File: config.mk
export PLATFORM = sky130hd
export DESIGN_NAME = f2u_convert
export DESIGN_NICKNAME = d
export VERILOG_FILES = /design/src/rtl/f2u_pkg.sv /design/src/rtl/f2u_unpack.sv /design/src/rtl/f2u_align.sv /design/src/rtl/f2u_round.sv /design/src/rtl/f2u_convert.sv
export SDC_FILE = /design/constraint.sdc
export NUM_CORES = 1
export LEC_CHECK = 0
export ABC_AREA = 1
export BUFFER_PORTS_ARGS = -buffer_cell sky130_fd_sc_hd__buf_2
export CAP_MARGIN = 20
export CORE_ASPECT_RATIO = 1.5
export CORE_MARGIN = 2
export CORE_UTILIZATION = 55
export CTS_CLUSTER_SIZE = 30
export DETAILED_ROUTE_END_ITERATION = 10
export PLACE_DENSITY_LB_ADDON = 0.05
export RECOVER_POWER = 50
export SLEW_MARGIN = 20
export SYNTH_ARGS = -nofsm -noshare
export SYNTH_HDL_FRONTEND = slang
export SYNTH_SLANG_ARGS = --single-unit
File: constraint.sdc
create_clock -name clk -period 6.4 [get_ports clk]
set_clock_uncertainty 0.15 [all_clocks]
set_input_delay 0.96 -clock clk [delete_from_list [all_inputs] [get_ports clk]]
set_output_delay 0.96 -clock clk [all_outputs]
set_load 0.005 [all_outputs]
File: src/rtl/f2u_pkg.sv
package f2u_pkg;

  localparam int FP_W  = 32;
  localparam int EXP_W = 8;
  localparam int MAN_W = 23;
  localparam int SIG_W = MAN_W + 1;
  localparam int INT_W = 32;
  localparam int BIAS  = (1 << (EXP_W - 1)) - 1;
  localparam int UE_W  = EXP_W + 2;

  typedef enum logic [1:0] {
    RM_NEAREST = 2'b00,
    RM_UP      = 2'b01,
    RM_DOWN    = 2'b10,
    RM_ZERO    = 2'b11
  } rmode_e;

  typedef struct packed {
    logic             sign;
    logic [EXP_W-1:0] expo;
    logic [MAN_W-1:0] man;
  } fp_t;

  // mask of the n lowest significand bits
  function automatic logic [SIG_W-1:0] low_mask(input int n);
    logic [63:0] wide;
    wide = (64'd1 << n) - 64'd1;
    return wide[SIG_W-1:0];
  endfunction

  // decide whether the truncated magnitude moves up by one
  function automatic logic round_inc(input rmode_e rm, input logic sign,
                                     input logic lsb, input logic guard,
                                     input logic sticky);
    logic inc;
    case (rm)
      RM_NEAREST: inc = guard & (sticky | lsb);
      RM_UP:      inc = ~sign & (guard | sticky);
      RM_DOWN:    inc = sign & (guard | sticky);
      default:    inc = 1'b0;
    endcase
    return inc;
  endfunction

endpackage

File: src/rtl/f2u_unpack.sv
module f2u_unpack
  import f2u_pkg::*;
(
  input  logic [FP_W-1:0]        fp_bits,
  output logic                   sign,
  output logic                   is_nan,
  output logic                   is_inf,
  output logic                   is_zero,
  output logic [SIG_W-1:0]       sig,
  output logic signed [UE_W-1:0] unb_exp
);
  fp_t  fp;
  logic exp_max;
  logic exp_min;
  logic man_nz;

  assign fp      = fp_t'(fp_bits);
  assign exp_max = &fp.expo;
  assign exp_min = ~|fp.expo;
  assign man_nz  = |fp.man;

  assign sign    = fp.sign;
  assign is_nan  = exp_max & man_nz;
  assign is_inf  = exp_max & ~man_nz;
  assign is_zero = exp_min & ~man_nz;

  // denormals carry no hidden one and use the minimum exponent
  assign sig     = {~exp_min, fp.man};
  assign unb_exp = exp_min ? UE_W'(1 - BIAS) : UE_W'(int'(fp.expo) - BIAS);
endmodule

File: src/rtl/f2u_align.sv
module f2u_align
  import f2u_pkg::*;
(
  input  logic [SIG_W-1:0]       sig,
  input  logic signed [UE_W-1:0] unb_exp,
  output logic [INT_W-1:0]       mag,
  output logic                   guard,
  output logic                   sticky,
  output logic                   too_big
);
  always_comb begin
    int ue;
    int rsh;
    mag     = '0;
    guard   = 1'b0;
    sticky  = 1'b0;
    too_big = 1'b0;
    rsh     = 0;
    ue      = int'(unb_exp);
    if (ue >= INT_W) begin
      too_big = 1'b1;
    end else if (ue >= MAN_W) begin
      mag = INT_W'(sig) << (ue - MAN_W);
    end else if (ue >= 0) begin
      rsh    = MAN_W - ue;
      mag    = INT_W'(sig >> rsh);
      guard  = sig[rsh-1];
      sticky = |(sig & low_mask(rsh - 1));
    end else if (ue == -1) begin
      guard  = sig[SIG_W-1];
      sticky = |sig[SIG_W-2:0];
    end else begin
      sticky = |sig;
    end
  end
endmodule

File: src/rtl/f2u_round.sv
module f2u_round
  import f2u_pkg::*;
(
  input  logic [INT_W-1:0] mag,
  input  logic             guard,
  input  logic             sticky,
  input  logic             sign,
  input  logic [1:0]       rmode,
  output logic [INT_W-1:0] rounded,
  output logic             carry,
  output logic             lost
);
  logic inc;

  assign lost = guard | sticky;
  assign inc  = round_inc(rmode_e'(rmode), sign, mag[0], guard, sticky);
  assign {carry, rounded} = {1'b0, mag} + (INT_W + 1)'(inc);
endmodule

File: src/rtl/f2u_convert.sv
module f2u_convert
  import f2u_pkg::*;
(
  input  logic             clk,
  input  logic             rst_n,
  input  logic             in_valid,
  input  logic [FP_W-1:0]  in_float,
  input  logic [1:0]       in_rmode,
  output logic             out_valid,
  output logic [INT_W-1:0] out_result,
  output logic             out_invalid,
  output logic             out_inexact,
  output logic             out_flag_set
);
  logic                   sign, is_nan, is_inf, is_zero;
  logic [SIG_W-1:0]       sig;
  logic signed [UE_W-1:0] unb_exp;
  logic [INT_W-1:0]       mag, rounded;
  logic                   guard, sticky, too_big, carry, lost;

  // named events for the checks
  logic                   neg_nonzero;
  logic                   pos_ovf;
  logic                   c_invalid;
  logic                   c_inexact;
  logic [INT_W-1:0]       c_result;

  f2u_unpack u_unpack (
    .fp_bits (in_float),
    .sign    (sign),
    .is_nan  (is_nan),
    .is_inf  (is_inf),
    .is_zero (is_zero),
    .sig     (sig),
    .unb_exp (unb_exp)
  );

  f2u_align u_align (
    .sig     (sig),
    .unb_exp (unb_exp),
    .mag     (mag),
    .guard   (guard),
    .sticky  (sticky),
    .too_big (too_big)
  );

  f2u_round u_round (
    .mag     (mag),
    .guard   (guard),
    .sticky  (sticky),
    .sign    (sign),
    .rmode   (in_rmode),
    .rounded (rounded),
    .carry   (carry),
    .lost    (lost)
  );

  // the sign is judged before rounding: a tiny negative value is still invalid
  assign neg_nonzero = sign & ~is_zero & ~is_nan;
  assign pos_ovf     = ~sign & ~is_nan & (too_big | carry);
  assign c_invalid   = is_nan | neg_nonzero | pos_ovf;
  assign c_inexact   = ~c_invalid & lost;
  assign c_result    = (is_nan | neg_nonzero) ? '0 :
                       pos_ovf                ? '1 : rounded;

  always_ff @(posedge clk) begin
    if (!rst_n) begin
      out_valid    <= 1'b0;
      out_result   <= '0;
      out_invalid  <= 1'b0;
      out_inexact  <= 1'b0;
      out_flag_set <= 1'b0;
    end else begin
      out_valid <= in_valid;
      if (in_valid) begin
        out_result   <= c_result;
        out_invalid  <= c_invalid;
        out_inexact  <= c_inexact;
        out_flag_set <= c_invalid | c_inexact;
      end
    end
  end


  nan_zero_chk: assert property (@(posedge clk) disable iff (!rst_n)
    in_valid && is_nan |=> out_result == '0 && out_invalid && !out_inexact);


  neg_invalid_chk: assert property (@(posedge clk) disable iff (!rst_n)
    in_valid && sign && !is_zero |=> out_result == '0 && out_invalid);


  inv_excl_chk: assert property (@(posedge clk) disable iff (!rst_n)
    out_valid && out_invalid |-> !out_inexact);


  inf_sat_chk: assert property (@(posedge clk) disable iff (!rst_n)
    in_valid && is_inf && !sign |=> out_result == '1 && out_invalid);


  exact_chk: assert property (@(posedge clk) disable iff (!rst_n)
    in_valid && !sign && !is_nan && !too_big && !guard && !sticky
    |=> !out_invalid && !out_inexact && !out_flag_set);


  flag_sum_chk: assert property (@(posedge clk) disable iff (!rst_n)
    out_valid |-> out_flag_set == (out_invalid || out_inexact));


  vld_pipe_chk: assert property (@(posedge clk) disable iff (!rst_n)
    in_valid |=> out_valid);


  hold_chk: assert property (@(posedge clk) disable iff (!rst_n)
    !in_valid |=> !out_valid && $stable(out_result) && $stable(out_invalid));
endmodule

* Yosys cells after proc, flatten, opt, wreduce, memory -nomap -nowiden
Index checks and enable logic that the tools add are counted.
** Storage, ports and cells
- Bits of input ports :: 37
- Output and inout port bits :: 36
- Register bits :: 36
- Logic and storage cells :: 69
** Cells by class
- Eq/ne operators :: 3
- Muxes and demuxes :: 19
- Shift-type cells :: 3
- Reductions and logical operators :: 7
- Bitwise logic cells :: 22
- Magnitude comparators :: 4
- Add/subtract/negate cells :: 6
** Operators by type and width (count)
- 2-to-1 mux 32 bit :: 5
- adder 32 x 1 -> 33 bit :: 1
- < comparator 32 x 7 -> 1 bit, second input constant :: 1
- << shifter 1 x 32 -> 24 bit, first input constant :: 1
- << shifter 24 x 32 -> 32 bit :: 1
- >> shifter 24 x 32 -> 32 bit :: 1
- subtractor 32 x 2 -> 32 bit, second input constant :: 1
- OR reduction 31 bit :: 1
- bitwise AND 24 bit :: 1
- OR reduction 24 bit :: 1
- subtractor 24 x 1 -> 24 bit, second input constant :: 1
- OR reduction 23 bit :: 1
- 2-to-1 mux 1 bit :: 11
- subtractor 10 x 6 -> 11 bit, second input constant :: 1
- subtractor 6 x 10 -> 11 bit, first input constant :: 1
- bitwise AND 1 bit :: 10
- equality test 10 x 1 -> 1 bit, second input constant :: 1
- greater-or-equal comparator 10 x 1 -> 1 bit, second input constant :: 1
- greater-or-equal comparator 10 x 6 -> 1 bit, second input constant :: 1
- greater-or-equal comparator 10 x 7 -> 1 bit, second input constant :: 1
- 2-to-1 mux 10 bit :: 1
- subtractor 8 x 7 -> 9 bit, second input constant :: 1
- AND reduction 8 bit :: 1
- OR reduction 8 bit :: 1
- other kinds (8) :: 17

* Longest topological paths before layout
- Depth after elaboration :: 21
- Mapped depth :: 52

* Cells and area by module
From an unflattened synthesis, not the netlist that was laid out.
** Unflattened totals
- Cells, all modules :: 1408
- Area total of the unflattened synthesis :: 7334.5 um2
** By module, submodules not included
- f2u_align :: instances 1, seq. area each 0.0 um2, cells each 882, area an instance 4219.0 um2
- f2u_convert :: instances 1, seq. area each 720.7 um2, cells each 232, area an instance 1562.7 um2
- f2u_round :: instances 1, seq. area each 0.0 um2, cells each 208, area an instance 1071.0 um2
- f2u_unpack :: instances 1, seq. area each 0.0 um2, cells each 86, area an instance 481.7 um2

* Least setup slack after synthesis
OpenSTA, ideal clock, no wires.
- Path type :: in2reg
- Start :: input port in_float[23]
- End :: register out_result[20]
- Cell stages on the path :: 48
- Data arrival time :: 6.351 ns
- Setup slack :: -0.233 ns
- Setup time :: 0.132 ns
- Cell sequence :: inv_2 nor2_1 nand2_1 nand2_1 buf_2 buf_2 ha_1 clkinv_1 nand4_1 nor2_2 nand3_1 ha_1 nor4_1 and3_1 nand2_1 nor2_1 nand4_1 nor3_1 (+12 left out) nand2_1 nand2_1 nand2_1 nand2_1 a21oi_1 ha_1 ha_1 nand3_1 nor2_4 nand2_2 nor2_8 nand2_4 nor2_1 nand2_1 nand2_1 nand2_1 nand2_1 a21oi_1
** On the way
- Longest elaborated chain between the ends :: 19
- Elaborated cells between the ends (all ways) :: 53
- Classes of those cells :: add/sub: 6; order compare: 3; eq/ne: 1; shift: 3; mux: 19; bitwise: 16; reduce/logical: 5
** Ends and longest elaborated chain
- from (decl) :: RTL line f2u_convert.sv:7 : input logic [FP_W-1:0] in_float,
- subtractor 8 x 7 -> 9 bit or OR reduction 8 bit (tied branches) :: RTL line f2u_unpack.sv:29, f2u_unpack.sv:19
- 2-to-1 mux 10 bit :: RTL line f2u_unpack.sv:29 : assign unb_exp = exp_min ? UE_W'(1 - BIAS) : UE_W'(int'(fp.expo) - BIAS);
- subtractor 6 x 10 -> 11 bit :: RTL line f2u_align.sv:25 : rsh = MAN_W - ue;
- subtractor 32 x 2 -> 32 bit :: RTL line f2u_align.sv:27, f2u_align.sv:28
- << shifter 1 x 32 -> 24 bit :: RTL line f2u_pkg.sv:27 : wide = (64'd1 << n) - 64'd1;
- subtractor 24 x 1 -> 24 bit :: RTL line f2u_pkg.sv:27
- bitwise AND 24 bit :: RTL line f2u_align.sv:28 : sticky = |(sig & low_mask(rsh - 1));
- OR reduction 24 bit :: RTL line f2u_align.sv:28
- (+3 left out)
- bitwise OR 1 bit, on equally long branches :: RTL line f2u_pkg.sv:38, f2u_pkg.sv:39, f2u_pkg.sv:37
- bitwise AND 1 bit, on equally long branches :: RTL line f2u_pkg.sv:39, f2u_pkg.sv:37, f2u_pkg.sv:38
- case mux 1 bit (3 select lines) :: RTL line f2u_pkg.sv:36 : case (rm)
- adder 32 x 1 -> 33 bit :: RTL line f2u_round.sv:17 : assign {carry, rounded} = {1'b0, mag} + (INT_W + 1)'(inc);
- bitwise OR 1 bit :: RTL line f2u_convert.sv:60 : assign pos_ovf = ~sign & ~is_nan & (too_big | carry);
- bitwise AND 1 bit :: RTL line f2u_convert.sv:60
- 2-to-1 mux 32 bit :: RTL line f2u_convert.sv:64 : pos_ovf ? '1 : rounded;
- 2-to-1 mux 32 bit (*) :: RTL line f2u_convert.sv:63 : assign c_result = (is_nan | neg_nonzero) ? '0 :
- to (signal assigned) :: RTL line f2u_convert.sv:76 : out_result <= c_result;
- to (decl) :: RTL line f2u_convert.sv:10 : output logic [INT_W-1:0] out_result,
Every way passes the cells marked *; elsewhere a longest branch is shown, timed or not. The select of a mux whose other input is x is not followed.
A chain may end at the register's enable or synchronous reset.

* Worst setup path in the final report
- Start :: input port in_float[24]
- End :: register out_result[8]
The elaborated chain is that of the path after synthesis.

==> out/qor.txt <==
post-synth cell types - 45
post-synthesis sequential area ratio - 9.51%
hold crit path type - reg2reg
fill count - 1317
Setup TNS - -65.5 ps
largest family of logic cells by synthesized area - simple AND/OR/NAND/NOR gates
min cycle time layout - 6430 ps
initial antenna violation count - 1
post-route ant nets - 0
cells after synthesis - 1479
Placement Setup Slack - -631 ps
RSZ-0062 raised after global routing - true
relative slew slack - 34.6%
Post-Synth XOR/XNOR Area - 0.925%
Post-Synthesis Cell Area - 7580 um^2
Worst path slowest cell - ha_4
Pwr per Cell Area - 124 nW/um^2
GRT overflow - 0
Max Buffers Root-to-Sink - 2
CTS root buffer - clkbuf_16
final worst slack - -31.6 ps
Post-synth top flop - dfxtp_1
crit share post-route - 100%
Peak Freq - 0.155 GHz
final non-filler cell total - 1805
largest net degree at the start of global routing - 47
worst-path fanout max - 5
die width - 99.8 um
post-synthesis simple-gate area fraction - 61.8%
violated checks - DRC, setup timing
# nets final - 1698
Routed wire per std cell - 17.7 um
Area Overhead vs Synth - 25.7%
Antenna Cells - 0
TritonCTS Sinks - 36
Cells after DPL - 1782
#FFs+latches synth - 36
cell area after layout - 9530 um^2
proportion of layout cells with a drive suffix above 1 - 23.6%
Synth Area in Compound Gates - 13.6%
commonest non-fill, non-tap cell in the layout - nand2_1
GRT Util Overall - 41.4%
vias in the first global route - 9890
Iter 0 DRT Violations - 1032
Die ar. - 14800 um^2
port bufs - 72
number of core rows - 52
Post-synth EDFFs - 0
Initial DRT Pass Iterations - 10
CP arrival - 6420 ps
H-tree levels - 2
Clk pin slew, worst setup/hold paths - 50 ps
Yosys warnings - 0
adder-cell area share of the yosys netlist - 3.14%
Worst Tran Pin Value - 971 ps
status - complete, but fails checks
GP Congestion - 1.16
Critical Path RT - 6390 ps
starting density of the core - 56.3%
placed inst area - 8860 um^2
worst-skew pair later-pin latency - 280 ps
DRC - 1
maximum vdd ir drop - 0.108 mV
post-synthesis mux area share - 0.132%
die height - 148 um
Routed met3 length - 2380 um
met2 WL - 15400 um
vias - 10800
commonest cells after routing, fill and taps aside - 475 x nand2_1, 236 x nand3_1, 144 x buf_4, 113 x nor2_1, 109 x inv_1
endpoints failing hold - 0
Crit path largest cell delay - 260 ps
Slew Limit Fails - 0
final WL - 32000 um
detailed placer's ending HPWL - 24800 um
I/O pin cnt - 73
delay-heaviest family, CP - simple AND/OR/NAND/NOR gates
mean post-synth cell area - 5.12 um^2
async set-reset flop share out of synthesis - 0%
CP bufs+invs - 7
startpoint types - input pin
syn_nets - 1535
Max Used Layer - met5
nature of the critical path endpoint - flip-flop
met1 wire length - 10700 um
via/cell ratio - 6.01
max cap viols - 0
Final Util - 70.7%
first-pass GRT wire length - 48500 um
CTS tree - built
Core Footprint - 13500 um^2
Leak - 4.81 nW
TritonCTS Buffers - 5
setup violators final - 3
worst setup path class - in2reg
per-layer routing:
metal	vias up	track usage (%)
met5	-	0
met4	2	38.4
met3	217	9.36
met2	632	71.0
met1	4781	40.5
li1	5216	-
what timing repair did:
item,in CTS,in global routing
setup buffers,7,8
resized for setup,18,78
hold buffers,0,0
pin swaps,16,57
endpoints found under the setup margin,24,26
report_power, final:
group	leakage [nW]	switching, mW	internal (mW)
clock	0.0798	0.0925	0.183
sequential	0.293	0.00425	0.234
combinational	4.44	0.455	0.215
total	4.81	0.552	0.632
worst reg2reg max path: stages, from the launching register on:
cell,delay (ps)
dfxtp_1,310
nor2_1,90
nor2_1,50
nand2_1,90
inv_1,40
cells by family after synthesis:
family | after synthesis
adder cells (fa/ha/maj) | 19
flip-flops | 36
buffers and inverters | 200
AND/OR/NAND/NOR | 1028
AO/OA/AOI/OAI | 187
XOR/XNOR | 8
multiplexers | 1
Yosys cell counts (all sizes together), types with 4 or more instances:
library cell | count | area, um^2
a21oi | 68 | 340
buf | 34 | 208
clkbuf | 31 | 116
clkinv | 5 | 18.8
dfxtp | 36 | 721
ha | 19 | 238
inv | 130 | 488
nand2 | 524 | 2060
nand3 | 249 | 1260
nand3b | 7 | 52.6
nand4 | 55 | 344
nor2 | 158 | 754
nor3 | 14 | 75.1
nor4 | 7 | 43.8
o211ai | 9 | 67.6
o21ai | 99 | 526
or2 | 9 | 56.3
xnor2 | 4 | 35.0
xor2 | 4 | 35.0
layout make-up:
type / count / area (um^2) / area share (%)
tap: 162 / 203 / 2.13
timing repair buffer: 221 / 1520 / 16.0
clock inverter: 3 / 42.5 / 0.447
clock buffer: 5 / 125 / 1.31
multi-input combinational: 1243 / 6390 / 67.1
inverter: 135 / 522 / 5.48
sequential: 36 / 721 / 7.57
registers in the layout, indices dropped and copies added, names as in the netlist:
signal and flops:
out_result 32, out_flag_set 1, out_inexact 1, out_invalid 1, out_valid 1
final timing paths:
kind	start	to	slack, ps	cells after the start
worst max-delay path	in_float[24]	out_result[8]$_SDFFE_PN0P_	-30	46
worst min-delay path	out_result[11]$_SDFFE_PN0P_	out_result[11]$_SDFFE_PN0P_	310	2
worst max register to register	out_flag_set$_SDFFE_PN0P_	out_flag_set$_SDFFE_PN0P_	5580	4
worst min register to register	out_result[11]$_SDFFE_PN0P_	out_result[11]$_SDFFE_PN0P_	310	2
stage by stage:
step	total power [mW]	hold slack (ps)
3_3_place_gp	0.847	298
4_1_cts	1.13	310
6_report	1.18	306
5_1_grt	1.25	315
2_1_floorplan	0.657	311
3_5_place_dp	0.853	302
Power figures use the tool's default switching activity.
